### config.mk
export PLATFORM = sky130hd
export DESIGN_NAME = sleep_timing_ctrl
export DESIGN_NICKNAME = d
export VERILOG_FILES = /design/src/rtl/sleep_tmr_pkg.sv /design/src/rtl/stc_restart_gen.sv /design/src/rtl/stc_bus_sleep.sv /design/src/rtl/stc_conv_timer.sv /design/src/rtl/sleep_timing_ctrl.sv
export SDC_FILE = /design/constraint.sdc
export NUM_CORES = 1
export LEC_CHECK = 0
export BUFFER_PORTS_ARGS = -buffer_cell sky130_fd_sc_hd__clkbuf_2
export CAP_MARGIN = 20
export CORE_MARGIN = 2
export CORE_UTILIZATION = 25
export CTS_BUF_LIST = sky130_fd_sc_hd__clkbuf_4
export CTS_CLUSTER_DIAMETER = 200
export DETAILED_ROUTE_END_ITERATION = 12
export PLACE_DENSITY_LB_ADDON = 0.1
export SETUP_SLACK_MARGIN = 0.15
export SLEW_MARGIN = 20
export SYNTH_ARGS = -nofsm -noshare
export SYNTH_HDL_FRONTEND = slang
export SYNTH_HIERARCHICAL = 1
export SYNTH_SLANG_ARGS = --single-unit
### constraint.sdc
create_clock -name clk_i -period 2.2 [get_ports clk_i]
set_input_delay 0.44 -clock clk_i [delete_from_list [all_inputs] [get_ports clk_i]]
set_output_delay 0.44 -clock clk_i [all_outputs]
set_load 0.005 [all_outputs]
### src/rtl/sleep_tmr_pkg.sv
package sleep_tmr_pkg;
  // 32 kHz time base: 125 ms, 500 ms, 2.0 s
  localparam int unsigned DEF_FIRST_TICKS   = 4096;
  localparam int unsigned DEF_PERIOD_TICKS  = 16384;
  localparam int unsigned DEF_BUS_LOW_TICKS = 65536;

  typedef struct packed {
    logic scl_rise;
    logic sda_rise;
  } bus_edge_t;

  function automatic int unsigned max_u(int unsigned a, int unsigned b);
    return (a > b) ? a : b;
  endfunction
endpackage

### src/rtl/stc_restart_gen.sv
module stc_restart_gen (
  input  logic clk_i,
  input  logic rst_ni,
  input  logic qs_pin_i,
  input  logic qs_cmd_i,
  output logic restart_o
);
  logic pin_q;
  logic req;

  // pin history resets high so a pin already high at reset is no edge
  assign req = (qs_pin_i & ~pin_q) | qs_cmd_i;

  always_ff @(posedge clk_i or negedge rst_ni) begin
    if (!rst_ni) begin
      pin_q     <= 1'b1;
      restart_o <= 1'b0;
    end else begin
      pin_q     <= qs_pin_i;
      restart_o <= req;
    end
  end
endmodule

### src/rtl/stc_bus_sleep.sv
module stc_bus_sleep
  import sleep_tmr_pkg::*;
#(
  parameter int unsigned BUS_LOW_TICKS = DEF_BUS_LOW_TICKS
) (
  input  logic clk_i,
  input  logic rst_ni,
  input  logic tick_i,
  input  logic scl_i,
  input  logic sda_i,
  input  logic restart_i,
  output logic asleep_o
);
  localparam int unsigned BW = $clog2(BUS_LOW_TICKS + 1);
  localparam logic [BW-1:0] LAST = BW'(BUS_LOW_TICKS - 1);

  logic [BW-1:0] cnt_q;
  logic          scl_q, sda_q;
  bus_edge_t     edg;
  logic          both_low;

  assign edg.scl_rise = scl_i & ~scl_q;
  assign edg.sda_rise = sda_i & ~sda_q;
  assign both_low     = ~scl_i & ~sda_i;

  always_ff @(posedge clk_i or negedge rst_ni) begin
    if (!rst_ni) begin
      cnt_q    <= '0;
      asleep_o <= 1'b0;
      scl_q    <= 1'b1;
      sda_q    <= 1'b1;
    end else begin
      scl_q <= scl_i;
      sda_q <= sda_i;
      if (restart_i) begin
        asleep_o <= 1'b0;
        cnt_q    <= '0;
      end else if (asleep_o) begin
        cnt_q <= '0;
        if (edg.scl_rise || edg.sda_rise) asleep_o <= 1'b0;
      end else if (!both_low) begin
        cnt_q <= '0;
      end else if (tick_i) begin
        if (cnt_q == LAST) begin
          asleep_o <= 1'b1;
          cnt_q    <= '0;
        end else begin
          cnt_q <= cnt_q + 1'b1;
        end
      end
    end
  end
endmodule

### src/rtl/stc_conv_timer.sv
module stc_conv_timer
  import sleep_tmr_pkg::*;
#(
  parameter int unsigned FIRST_TICKS  = DEF_FIRST_TICKS,
  parameter int unsigned PERIOD_TICKS = DEF_PERIOD_TICKS
) (
  input  logic clk_i,
  input  logic rst_ni,
  input  logic tick_i,
  input  logic halt_i,
  input  logic restart_i,
  output logic conv_done_o
);
  localparam int unsigned CW = $clog2(max_u(FIRST_TICKS, PERIOD_TICKS) + 1);
  localparam logic [CW-1:0] FIRST_LAST  = CW'(FIRST_TICKS - 1);
  localparam logic [CW-1:0] PERIOD_LAST = CW'(PERIOD_TICKS - 1);

  logic [CW-1:0] cnt_q;
  logic          first_q;
  logic          halt_q;
  logic          wake;
  logic [CW-1:0] limit;

  assign wake  = halt_q & ~halt_i;
  assign limit = first_q ? FIRST_LAST : PERIOD_LAST;

  always_ff @(posedge clk_i or negedge rst_ni) begin
    if (!rst_ni) begin
      cnt_q       <= '0;
      first_q     <= 1'b1;
      halt_q      <= 1'b0;
      conv_done_o <= 1'b0;
    end else begin
      halt_q      <= halt_i;
      conv_done_o <= 1'b0;
      if (restart_i) begin
        cnt_q   <= '0;
        first_q <= 1'b1;
      end else if (wake) begin
        // full regular window after any wake
        cnt_q   <= '0;
        first_q <= 1'b0;
      end else if (tick_i && !halt_i) begin
        if (cnt_q == limit) begin
          cnt_q       <= '0;
          first_q     <= 1'b0;
          conv_done_o <= 1'b1;
        end else begin
          cnt_q <= cnt_q + 1'b1;
        end
      end
    end
  end
endmodule

### src/rtl/sleep_timing_ctrl.sv
module sleep_timing_ctrl
  import sleep_tmr_pkg::*;
#(
  parameter int unsigned FIRST_TICKS   = DEF_FIRST_TICKS,
  parameter int unsigned PERIOD_TICKS  = DEF_PERIOD_TICKS,
  parameter int unsigned BUS_LOW_TICKS = DEF_BUS_LOW_TICKS
) (
  input  logic clk_i,
  input  logic rst_ni,
  input  logic tick_i,
  input  logic scl_i,
  input  logic sda_i,
  input  logic sleep_bit_i,
  input  logic qs_pin_i,
  input  logic qs_cmd_i,
  output logic sleeping_o,
  output logic conv_done_o,
  output logic restart_o
);
  logic sw_sleep_q;
  logic bus_sleep;

  always_ff @(posedge clk_i or negedge rst_ni) begin
    if (!rst_ni) sw_sleep_q <= 1'b0;
    else         sw_sleep_q <= sleep_bit_i;
  end

  assign sleeping_o = sw_sleep_q | bus_sleep;

  stc_restart_gen u_rst (
    .clk_i    (clk_i),
    .rst_ni   (rst_ni),
    .qs_pin_i (qs_pin_i),
    .qs_cmd_i (qs_cmd_i),
    .restart_o(restart_o)
  );

  stc_bus_sleep #(.BUS_LOW_TICKS(BUS_LOW_TICKS)) u_bus (
    .clk_i    (clk_i),
    .rst_ni   (rst_ni),
    .tick_i   (tick_i),
    .scl_i    (scl_i),
    .sda_i    (sda_i),
    .restart_i(restart_o),
    .asleep_o (bus_sleep)
  );

  stc_conv_timer #(
    .FIRST_TICKS (FIRST_TICKS),
    .PERIOD_TICKS(PERIOD_TICKS)
  ) u_conv (
    .clk_i      (clk_i),
    .rst_ni     (rst_ni),
    .tick_i     (tick_i),
    .halt_i     (sleeping_o),
    .restart_i  (restart_o),
    .conv_done_o(conv_done_o)
  );
endmodule

==> summary.md, run 1 <==
| Metric | Value |
|---|---|
| CP required | `2.44 ns` |
| Rel. slew slack | `0.648` |
| Max Clock Skew | `0.00738 ns` |
| Worst-Skew Late Latency | `0.34 ns` |
| Synth Flop Type | `dfrtp_1` |
| CTS Sinks | `41` |
| Syn Area/Cell | `9.79 um^2` |
| First-pass GRT wire length | `8.63 mm` |
| Top-Level Pins | `11` |
| CTS Hold Bufs | `0` |
| Synthesis-stage register bit count | `41` |
| Max reg flops | `17` |
| Vias in the first global route | `1,679` |
| Via-to-Cell Ratio | `5.01` |
| Max Root-Sink Buffers | `2` |
| RSZ-0062 raised after global routing | `false` |
| Final #Nets | `245` |
| HPWL after DPL | `3.50 mm` |
| Post-synthesis sequential area ratio | `0.483` |
| Mapped Cells | `218` |
| Num CTS Buffers | `5` |
| Starting DRC count in detailed routing | `108` |
| Final WL | `5.04 mm` |
| Top post-synthesis cells by area | `dfrtp_1 43%, dfstp_2 4.9%, xor2_1 4.1%` |
| Vias | `1,707` |
| Std-Cell Rows | `33` |
| Min cycle time layout | `1.93 ns` |
| Initial Utilization | `0.258` |
| FILL cells | `894` |
| Worst-Margin Slew | `0.528 ns` |
| Grt ovf | `0` |
| Cell Area, Synth | `0.00213 mm^2` |
| Final cell count without fillers | `341` |
| Initial antenna violation count | `0` |
| Asr flop ratio synth | `1.00` |
| Htree depth | `2` |
| Number of nets with antenna violations after routing | `0` |
| Post_cts resized | `0` |
| Mapped Nets | `228` |
| Setup Viol. Count Final | `0` |
| CP arrival | `2.17 ns` |
| DR WL/cell | `14.8 um` |
| Pre-Repair DR Iteration Count | `4` |
| # diodes | `0` |
| Largest registers | `u_bus/cnt_q (17), u_conv/cnt_q (15)` |
| Reg-to-reg startpoint | `u_bus/cnt_q[0]` |
| Worst r2r dst | `u_bus/cnt_q[3]` |
| Die width | `96.4 um` |
| Max FO, Critical Path | `8` |
| Post-route cell area | `0.00241 mm^2` |
| Reg2Reg Depth | `5` |
| Yosys warns | `6` |
| Die Span Y | `96.4 um` |
| Hold Path Class | `in2async` |
| DRC Markers | `0` |
| Core Area | `0.00826 mm^2` |
| Post-synth top area cell | `dfrtp_1` |
| Setup bufs post-CTS | `0` |
| Top cell type's share of synthesized area | `0.434` |
| Post-DP Area | `0.00235 mm^2` |
| Gp weighted congestion | `0.735` |
| CTS tree | `done` |
| Most frequent cells in the layout | `37 x dfrtp_1, 15 x nand2_1, 13 x a21oi_1` |
| Cell chosen for the clock root | `clkbuf_4` |
| Distinct cells, synth | `54` |
| Critical path class | `reg2reg` |
| Die footprint | `0.00929 mm^2` |
| Commonest non-fill, non-tap cell in the layout | `dfrtp_1` |
| Dpl cells | `333` |
| Layout cell share with drive strength beyond 1 | `0.174` |
| Max-cap violations | `0` |
| Setup crit start kind | `flip-flop` |
| Final Hold Fails | `0` |
| LEAKAGE | `0.975 nW` |
| Run status | `completed` |
| Reg with most FFs | `u_bus/cnt_q` |
| Global Route Usage Sum | `0.121` |
| Fmax | `0.519 GHz` |
| Crit end category | `flip-flop` |
| Number of synthesized flops with an enable pin | `0` |
| Worst-path clk slew | `0.12 ns` |
| Hold slack final | `0.142 ns` |
| Layout Utilization | `0.292` |
| IO Port Bufs | `10` |
| Pwr dens | `527 mW/mm^2` |
| Final slew viol count | `0` |
| Worst VDD drop | `0.182 mV` |
| Final period utilization | `0.875` |
| Final setup TNS | `0 ns` |
| Largest net degree at the start of global routing | `42` |
| Layout area overhead | `13.2%` |
| FF-to-FF setup slack | `0.27 ns` |
==> worst max-delay path, cell delays in order, from the launching register on <==
cell and delay [ns]:
dfrtp_1 0.45, ha_1 0.25, nand3_1 0.12, or3_1 0.47, o211a_1 0.26, o31a_1 0.28
==> final cells by class <==
cell class                 instances  area (um^2)  area share
clock buffer                       8         60.1      0.0249
sequential                        41         1030       0.427
multi-input combinational        157         1030       0.425
timing repair buffer              21          133      0.0549
tap                              105          131      0.0544
inverter                           9         33.8      0.0140
==> cell usage after synthesis, types with 2 or more instances <==
| library cell | n |
|---|---|
| a22oi_1 | 7 |
| xnor2_1 | 4 |
| a21o_1 | 2 |
| nor4_1 | 5 |
| xor2_1 | 10 |
| buf_2 | 3 |
| or3_1 | 5 |
| nand4_1 | 6 |
| o211ai_1 | 4 |
| nor2_1 | 11 |
| and4_1 | 2 |
| and3_1 | 4 |
| nor2b_1 | 2 |
| a21oi_1 | 13 |
| o31ai_1 | 4 |
| dfstp_2 | 4 |
| nor3_1 | 5 |
| nand3_2 | 2 |
| or2_2 | 2 |
| nand3_1 | 8 |
| ha_1 | 2 |
| nand2_1 | 15 |
| o21ai_0 | 11 |
| or4_1 | 6 |
| inv_1 | 8 |
| o2111ai_1 | 4 |
| clkbuf_1 | 6 |
| dfrtp_1 | 37 |
==> metal layers <==
| metal | part of all wire | vias up | global-route usage |
|---|---|---|---|
| li1 | - | 853 | - |
| met1 | 0.55 | 815 | 0.184 |
| met2 | 0.40 | 30 | 0.163 |
| met3 | 0.032 | 9 | 0.0264 |
| met4 | 0.024 | 0 | 0.0505 |
| met5 | 0 | - | 0 |
==> logic make-up (layout without fill, tap and decap cells) <==
family                   Yosys count  count (layout)  synth area share
AND/OR/NAND/NOR                   83              83             0.223
flip-flops                        41              41             0.483
buffers and inverters             20              38            0.0387
multiplexers                       1               1           0.00469
adder cells (fa/ha/maj)            2               2            0.0117
XOR/XNOR                          14              14            0.0575
AO/OA/AOI/OAI                     57              57             0.181
==> per-stage QoR <==
stage                     power (mW)  setup slack, ns
after detailed placement       0.877            0.217
final                           1.27            0.274
after global placement         0.879            0.270
after CTS                       1.30            0.189
after floorplan                0.827            0.213
after global routing            1.35            0.166
==> where the power goes <==
| group | internal (mW) | switching, mW | total [mW] |
|---|---|---|---|
| sequential | 0.765 | 0.00549 | 0.771 |
| combinational | 0.0302 | 0.0616 | 0.0917 |
| clock | 0.165 | 0.245 | 0.410 |
==> how the worst max path moves through the flow <==
stage                              start                to  slack (ns)  cells after the start
after CTS                 u_bus/asleep_o   u_conv/cnt_q[7]        0.19                      6
after floorplan           u_bus/asleep_o  u_conv/cnt_q[13]        0.21                      6
after global routing      u_bus/asleep_o   u_conv/cnt_q[7]        0.17                      6
after detailed placement  u_bus/asleep_o    u_conv/first_q        0.22                      5
after global placement    u_bus/asleep_o    u_conv/first_q        0.27                      5
final                     u_bus/cnt_q[0]    u_bus/cnt_q[3]        0.27                      5
Note: power is estimated with default switching activity, not from simulation.
==> inputs of run 2 (changes only) <==
--- a/config.mk
+++ b/config.mk
@@ -12,6 +12,7 @@
 export CTS_BUF_LIST = sky130_fd_sc_hd__clkbuf_4
 export CTS_CLUSTER_DIAMETER = 200
 export DETAILED_ROUTE_END_ITERATION = 12
+export MAX_ROUTING_LAYER = met4
 export PLACE_DENSITY_LB_ADDON = 0.1
 export SETUP_SLACK_MARGIN = 0.15
 export SLEW_MARGIN = 20
==> constraint.sdc (replaced) <==
create_clock -name clk_i -period 1.85 [get_ports clk_i]
set_input_delay 0.37 -clock clk_i [delete_from_list [all_inputs] [get_ports clk_i]]
set_output_delay 0.37 -clock clk_i [all_outputs]
set_load 0.005 [all_outputs]
==> run 2 against run 1 <==
Effect of this change:
- clock-buffer cell count did not move
- utilization grew 4.9 points
- total power is 23% higher
- routed wire length is 12% higher
- design area increased by 17%
- highest routed layer unchanged
==> summary.md, run 2 (synthesized netlist as in run 1, its figures left out) <==
| Metric | Value |
|---|---|
| Max FO, Critical Path | `4 (was 8)` |
| Top-Level Pins | `11 (unchanged)` |
| Final #Nets | `284 (was 245)` |
| Die footprint | `0.00929 mm^2 (unchanged)` |
| Die width | `96.4 um (unchanged)` |
| Critical-path top delay cell | `dfstp_2 (was or3_1)` |
| Num CTS Buffers | `5 (unchanged)` |
| CTS tree | `done (unchanged)` |
| Crit end category | `flip-flop (unchanged)` |
| Worst-path clk slew | `0.13 ns (was 0.12 ns)` |
| Via-to-Cell Ratio | `4.93 (was 5.01)` |
| Layout area overhead | `32.3% (was 13.2%)` |
| Met2 wire length | `2.38 mm (was 2.00 mm)` |
| Run status | `completed (unchanged)` |
| Std-Cell Rows | `33 (unchanged)` |
| Vias in the first global route | `1,841 (was 1,679)` |
| Met1 Wirelength | `3.00 mm (was 2.77 mm)` |
| Htree depth | `2 (unchanged)` |
| Register area | `0.00104 mm^2 (was 0.00103 mm^2)` |
| FILL cells | `877 (was 894)` |
| Overall power | `1.56 mW (was 1.27 mW)` |
| Reg with most FFs | `u_bus/cnt_q (unchanged)` |
| Final setup TNS | `0 ns (unchanged)` |
| Final period utilization | `0.946 (was 0.875)` |
| CTS Sinks | `41 (unchanged)` |
| Gp weighted congestion | `0.802 (was 0.735)` |
| Grt ovf | `0 (unchanged)` |
| Worst VDD drop | `0.212 mV (was 0.182 mV)` |
| Max Clock Skew | `0.0133 ns (was 0.00738 ns)` |
| CP arrival | `2.03 ns (was 2.17 ns)` |
| Vias | `1,872 (was 1,707)` |
| First-pass GRT wire length | `9.38 mm (was 8.63 mm)` |
| HPWL after DPL | `3.83 mm (was 3.50 mm)` |
| Pre-Repair DR Iteration Count | `4 (unchanged)` |
| Initial antenna violation count | `0 (unchanged)` |
| RSZ-0062 raised after global routing | `true (was false)` |
| Global Route Usage Sum | `0.134 (was 0.121)` |
| Commonest non-fill, non-tap cell in the layout | `buf_4 (was dfrtp_1)` |
| Hold Path Class | `in2async (unchanged)` |
| Fmax | `0.571 GHz (was 0.519 GHz)` |
| Number of nets with antenna violations after routing | `0 (unchanged)` |
| CP top delay family | `simple AND/OR/NAND/NOR gates (unchanged)` |
| Max Root-Sink Buffers | `2 (unchanged)` |
| Critical path class | `reg2reg (unchanged)` |
| Setup Viol. Count Final | `0 (unchanged)` |
| Final Hold Fails | `0 (unchanged)` |
| DR WL/cell | `14.9 um (was 14.8 um)` |
| Largest registers | `u_bus/cnt_q (17), u_conv/cnt_q (15) (unchanged)` |
| Met3 WL post-DR | `201 um (was 160 um)` |
| Hold slack final | `0.0800 ns (was 0.142 ns)` |
| Core Area | `0.00826 mm^2 (unchanged)` |
| Multi-input gate area | `0.00112 mm^2 (was 0.00103 mm^2)` |
| IO Port Bufs | `10 (unchanged)` |
| Initial Utilization | `0.258 (unchanged)` |
| Starting DRC count in detailed routing | `91 (was 108)` |
| Cell chosen for the clock root | `clkbuf_4 (unchanged)` |
| Crit-path cells | `or3b_1 > a21o_1 > or4_1 > a31o_1 (was ha_1 > nand3_1 > or3_1 > o211a_1 > o31a_1)` |
| Max-cap violations | `0 (unchanged)` |
| Most frequent cells in the layout | `47 x buf_4, 32 x dfrtp_1, 15 x nand2_1 (was 37 x dfrtp_1, 15 x nand2_1, 13 x a21oi_1)` |
| # diodes | `0 (unchanged)` |
| LEAKAGE | `1.17 nW (was 0.975 nW)` |
| Critical path buffers and inverters | `0 (unchanged)` |
| CTS Hold Bufs | `0 (unchanged)` |
| Worst-Margin Slew | `0.542 ns (was 0.528 ns)` |
| Pwr dens | `553 mW/mm^2 (was 527 mW/mm^2)` |
| Die Span Y | `96.4 um (unchanged)` |
| Setup crit start kind | `flip-flop (unchanged)` |
| Max reg flops | `17 (unchanged)` |
| Layout cell share with drive strength beyond 1 | `0.371 (was 0.174)` |
| Final WL | `5.65 mm (was 5.04 mm)` |
| Min cycle time layout | `1.75 ns (was 1.93 ns)` |
| Rel. slew slack | `0.639 (was 0.648)` |
| Worst-Skew Late Latency | `0.35 ns (was 0.34 ns)` |
| CP required | `2.13 ns (was 2.44 ns)` |
| DRC Markers | `0 (unchanged)` |
| Final slew viol count | `0 (unchanged)` |
| Crit path largest cell delay | `0.56 ns (was 0.47 ns)` |
| Uppermost layer routed | `met4 (unchanged)` |
| Largest net degree at the start of global routing | `42 (unchanged)` |
==> run 2: layout make-up <==
cell class,instances,area share
clock buffer,8,0.0213
inverter,9,0.0120
multi-input combinational,157,0.398
sequential,41,0.367
tap,105,0.0465
timing repair buffer,60,0.155
==> run 2: worst paths after layout <==
kind / start / end / slack (ns) / depth (start not counted)
max: u_conv/first_q / u_conv/first_q / 0.1 / 4
min: rst_ni / u_bus/cnt_q[7] / 0.08 / 2
max reg2reg: u_conv/first_q / u_conv/first_q / 0.1 / 4
min reg2reg: u_rst/pin_q / u_rst/restart_o / 0.55 / 2
max in group asynchronous: rst_ni / u_bus/cnt_q[4] / 1.37 / 2
min in group clk_i: qs_pin_i / u_rst/pin_q / 0.11 / 1
==> run 2: through the flow <==
step                instance area [um^2]  worst slack (ns)  instances   util
floorplan                           2170             0.102        218      -
global placement                    2520            0.0274        352  0.306
detailed placement                  2520          -0.00104        352  0.306
CTS                                 2680             0.112        370  0.324
global route                        2820            0.0445        380  0.342
finish                              2820            0.0992        380  0.342
==> run 2: routing by layer <==
metal / vias to the layer above / global-route usage
met5: - / -
met2: 33 / 0.181
met1: 908 / 0.204
met4: 0 / 0.0340
li1: 927 / -
met3: 4 / 0.0248
==> run 2: where the power goes <==
part	internal, mW	total (mW)	switching (mW)
Sequential	0.910	0.917	0.00665
Combinational	0.0671	0.155	0.0880
Clock	0.196	0.490	0.294
==> run 2: worst register-to-register path, cell delays in order (launching register included) <==
cell and delay, ns:
dfstp_2 0.56, or3b_1 0.34, a21o_1 0.20, or4_1 0.40, a31o_1 0.19
==> run 2: timing repair <==
item,in CTS,in global routing
cloned,0,1
resized for setup,7,21
setup endpoints to repair,19,22
pin swaps,3,6
buffers inserted,10,9
==> inputs of run 3 (changes only) <==
--- a/config.mk
+++ b/config.mk
@@ -12,7 +12,6 @@
 export CTS_BUF_LIST = sky130_fd_sc_hd__clkbuf_4
 export CTS_CLUSTER_DIAMETER = 200
 export DETAILED_ROUTE_END_ITERATION = 12
-export MAX_ROUTING_LAYER = met4
 export PLACE_DENSITY_LB_ADDON = 0.1
 export SETUP_SLACK_MARGIN = 0.15
 export SLEW_MARGIN = 20
==> run 3 against run 2 <==
Effect of this change:
- first-iteration DRC count fell by 12%
- sequential share of layout area did not move
- cell count did not move
- design area did not move
==> summary.md, run 3 (synthesized netlist as in run 1, its figures left out) <==
| Metric | Value |
|---|---|
| Run status | `completed (unchanged)` |
| Initial Utilization | `0.258 (unchanged)` |
| Core Area | `0.00826 mm^2 (unchanged)` |
| RSZ-0062 raised after global routing | `true (unchanged)` |
| Final #Nets | `284 (unchanged)` |
| Min cycle time layout | `1.75 ns (about the same)` |
| CTS tree | `done (unchanged)` |
| Levels on crit path | `4 (unchanged)` |
| Final setup TNS | `0 ns (unchanged)` |
| Critical path class | `reg2reg (unchanged)` |
| # diodes | `0 (unchanged)` |
| Largest registers | `u_bus/cnt_q (17), u_conv/cnt_q (15) (unchanged)` |
| Pwr dens | `553 mW/mm^2 (about the same)` |
| Reg2Reg Depth | `4 (unchanged)` |
| DRC Markers | `0 (unchanged)` |
| CP startpoint | `u_conv/first_q (unchanged)` |
| CP top delay family | `simple AND/OR/NAND/NOR gates (unchanged)` |
| Die Span Y | `96.4 um (unchanged)` |
| CP arrival | `2.03 ns (about the same)` |
| Layout Utilization | `0.342 (unchanged)` |
| Worst-Skew Late Latency | `0.34 ns (was 0.35 ns)` |
| CP required | `2.13 ns (about the same)` |
| Most frequent cells in the layout | `47 x buf_4, 32 x dfrtp_1, 15 x nand2_1 (unchanged)` |
| Critical path buffers and inverters | `0 (unchanged)` |
| Hold slack final | `0.0833 ns (was 0.0800 ns)` |
| Die width | `96.4 um (unchanged)` |
| Final period utilization | `0.947 (was 0.946)` |
| LEAKAGE | `1.17 nW (unchanged)` |
| Post-DP Area | `0.00252 mm^2 (unchanged)` |
| Max Root-Sink Buffers | `2 (unchanged)` |
| Fmax | `0.571 GHz (about the same)` |
| Final WL | `5.66 mm (was 5.65 mm)` |
| Htree depth | `2 (unchanged)` |
| Worst r2r dst | `u_conv/first_q (unchanged)` |
| Crit-path cells | `or3b_1 > a21o_1 > or4_1 > a31o_1 (unchanged)` |
| Critical-path top delay cell | `dfstp_2 (unchanged)` |
| Setup Viol. Count Final | `0 (unchanged)` |
| Layout area overhead | `32.3% (unchanged)` |
| Post-route cell area | `0.00282 mm^2 (unchanged)` |
| FILL cells | `877 (unchanged)` |
| Final slew viol count | `0 (unchanged)` |
| Grt ovf | `0 (unchanged)` |
| Max FO, Critical Path | `4 (unchanged)` |
| IO Port Bufs | `10 (unchanged)` |
| Reg with most FFs | `u_bus/cnt_q (unchanged)` |
| Reg-to-reg startpoint | `u_conv/first_q (unchanged)` |
| Layout cell share with drive strength beyond 1 | `0.371 (unchanged)` |
| Starting DRC count in detailed routing | `80 (was 91)` |
| Worst VDD drop | `0.211 mV (was 0.212 mV)` |
| Die footprint | `0.00929 mm^2 (unchanged)` |
| Commonest non-fill, non-tap cell in the layout | `buf_4 (unchanged)` |
| CTS Sinks | `41 (unchanged)` |
| Num CTS Buffers | `5 (unchanged)` |
| Top-Level Pins | `11 (unchanged)` |
| Max reg flops | `17 (unchanged)` |
| Final Hold Fails | `0 (unchanged)` |
| Gp weighted congestion | `0.791 (was 0.802)` |
| DR WL/cell | `14.9 um (about the same)` |
| HPWL after DPL | `3.83 mm (unchanged)` |
| Vias | `1,891 (was 1,872)` |
| First-pass GRT wire length | `9.38 mm (about the same)` |
| Worst-path clk slew | `0.13 ns (about the same)` |
| CTS Hold Bufs | `0 (unchanged)` |
| Largest net degree at the start of global routing | `42 (unchanged)` |
| Hold Path Class | `in2async (unchanged)` |
| Worst-Margin Slew | `0.542 ns (about the same)` |
| Vias in the first global route | `1,840 (was 1,841)` |
| Rel. slew slack | `0.639 (about the same)` |
| Crit end category | `flip-flop (unchanged)` |
| Global Route Usage Sum | `0.130 (was 0.134)` |
| Max-cap violations | `0 (unchanged)` |
| Cell chosen for the clock root | `clkbuf_4 (unchanged)` |
| Pre-Repair DR Iteration Count | `4 (unchanged)` |
| Crit path largest cell delay | `0.56 ns (about the same)` |
| Initial antenna violation count | `0 (unchanged)` |
| Max Clock Skew | `0.0139 ns (was 0.0133 ns)` |
| Std-Cell Rows | `33 (unchanged)` |
| Setup crit start kind | `flip-flop (unchanged)` |
| Number of nets with antenna violations after routing | `0 (unchanged)` |
| FF-to-FF setup slack | `0.1 ns (about the same)` |
| Via-to-Cell Ratio | `4.98 (was 4.93)` |
run 3: worst max-delay path by stage:
stage | endpoint | slack [ns]
floorplan | u_conv/cnt_q[13] | 0.10
global placement | u_conv/cnt_q[1] | 0.03
detailed placement | u_conv/cnt_q[1] | -0.001
CTS | u_conv/first_q | 0.11
global route | u_conv/first_q | 0.04
finish | u_conv/first_q | 0.1
run 3: metal layers:
| layer | track usage | part of all wire | vias to the layer above |
|---|---|---|---|
| met5 | 0 | 0 | - |
| met1 | 0.203 | 0.52 | 917 |
| met2 | 0.182 | 0.42 | 40 |
| met3 | 0.0248 | 0.043 | 4 |
| li1 | - | - | 930 |
| met4 | 0.0340 | 0.0099 | 0 |
run 3: through the flow:
step                power, mW  instances  setup WS (ns)
floorplan               0.990        218          0.102
global placement         1.06        352         0.0274
detailed placement       1.06        352       -0.00104
CTS                      1.58        370          0.112
global route             1.65        380         0.0445
finish                   1.56        380         0.0987
run 3: power breakdown:
part	internal (mW)	switching (mW)
registers	0.910	0.00667
clock network	0.196	0.292
logic	0.0671	0.0882
total	1.17	0.386
run 3: what timing repair did:
item,CTS,global route
gates resized for setup,7,21
cloned,0,1
pin swaps,3,6
setup buffers,10,9
setup endpoints to repair,19,22
run 3: cell type report:
type | count | area (um^2) | share of cell area
inverter | 9 | 33.8 | 0.0120
tap | 105 | 131 | 0.0465
timing repair buffer | 60 | 437 | 0.155
clock buffer | 8 | 60.1 | 0.0213
sequential | 41 | 1040 | 0.367
multi-input combinational | 157 | 1120 | 0.398
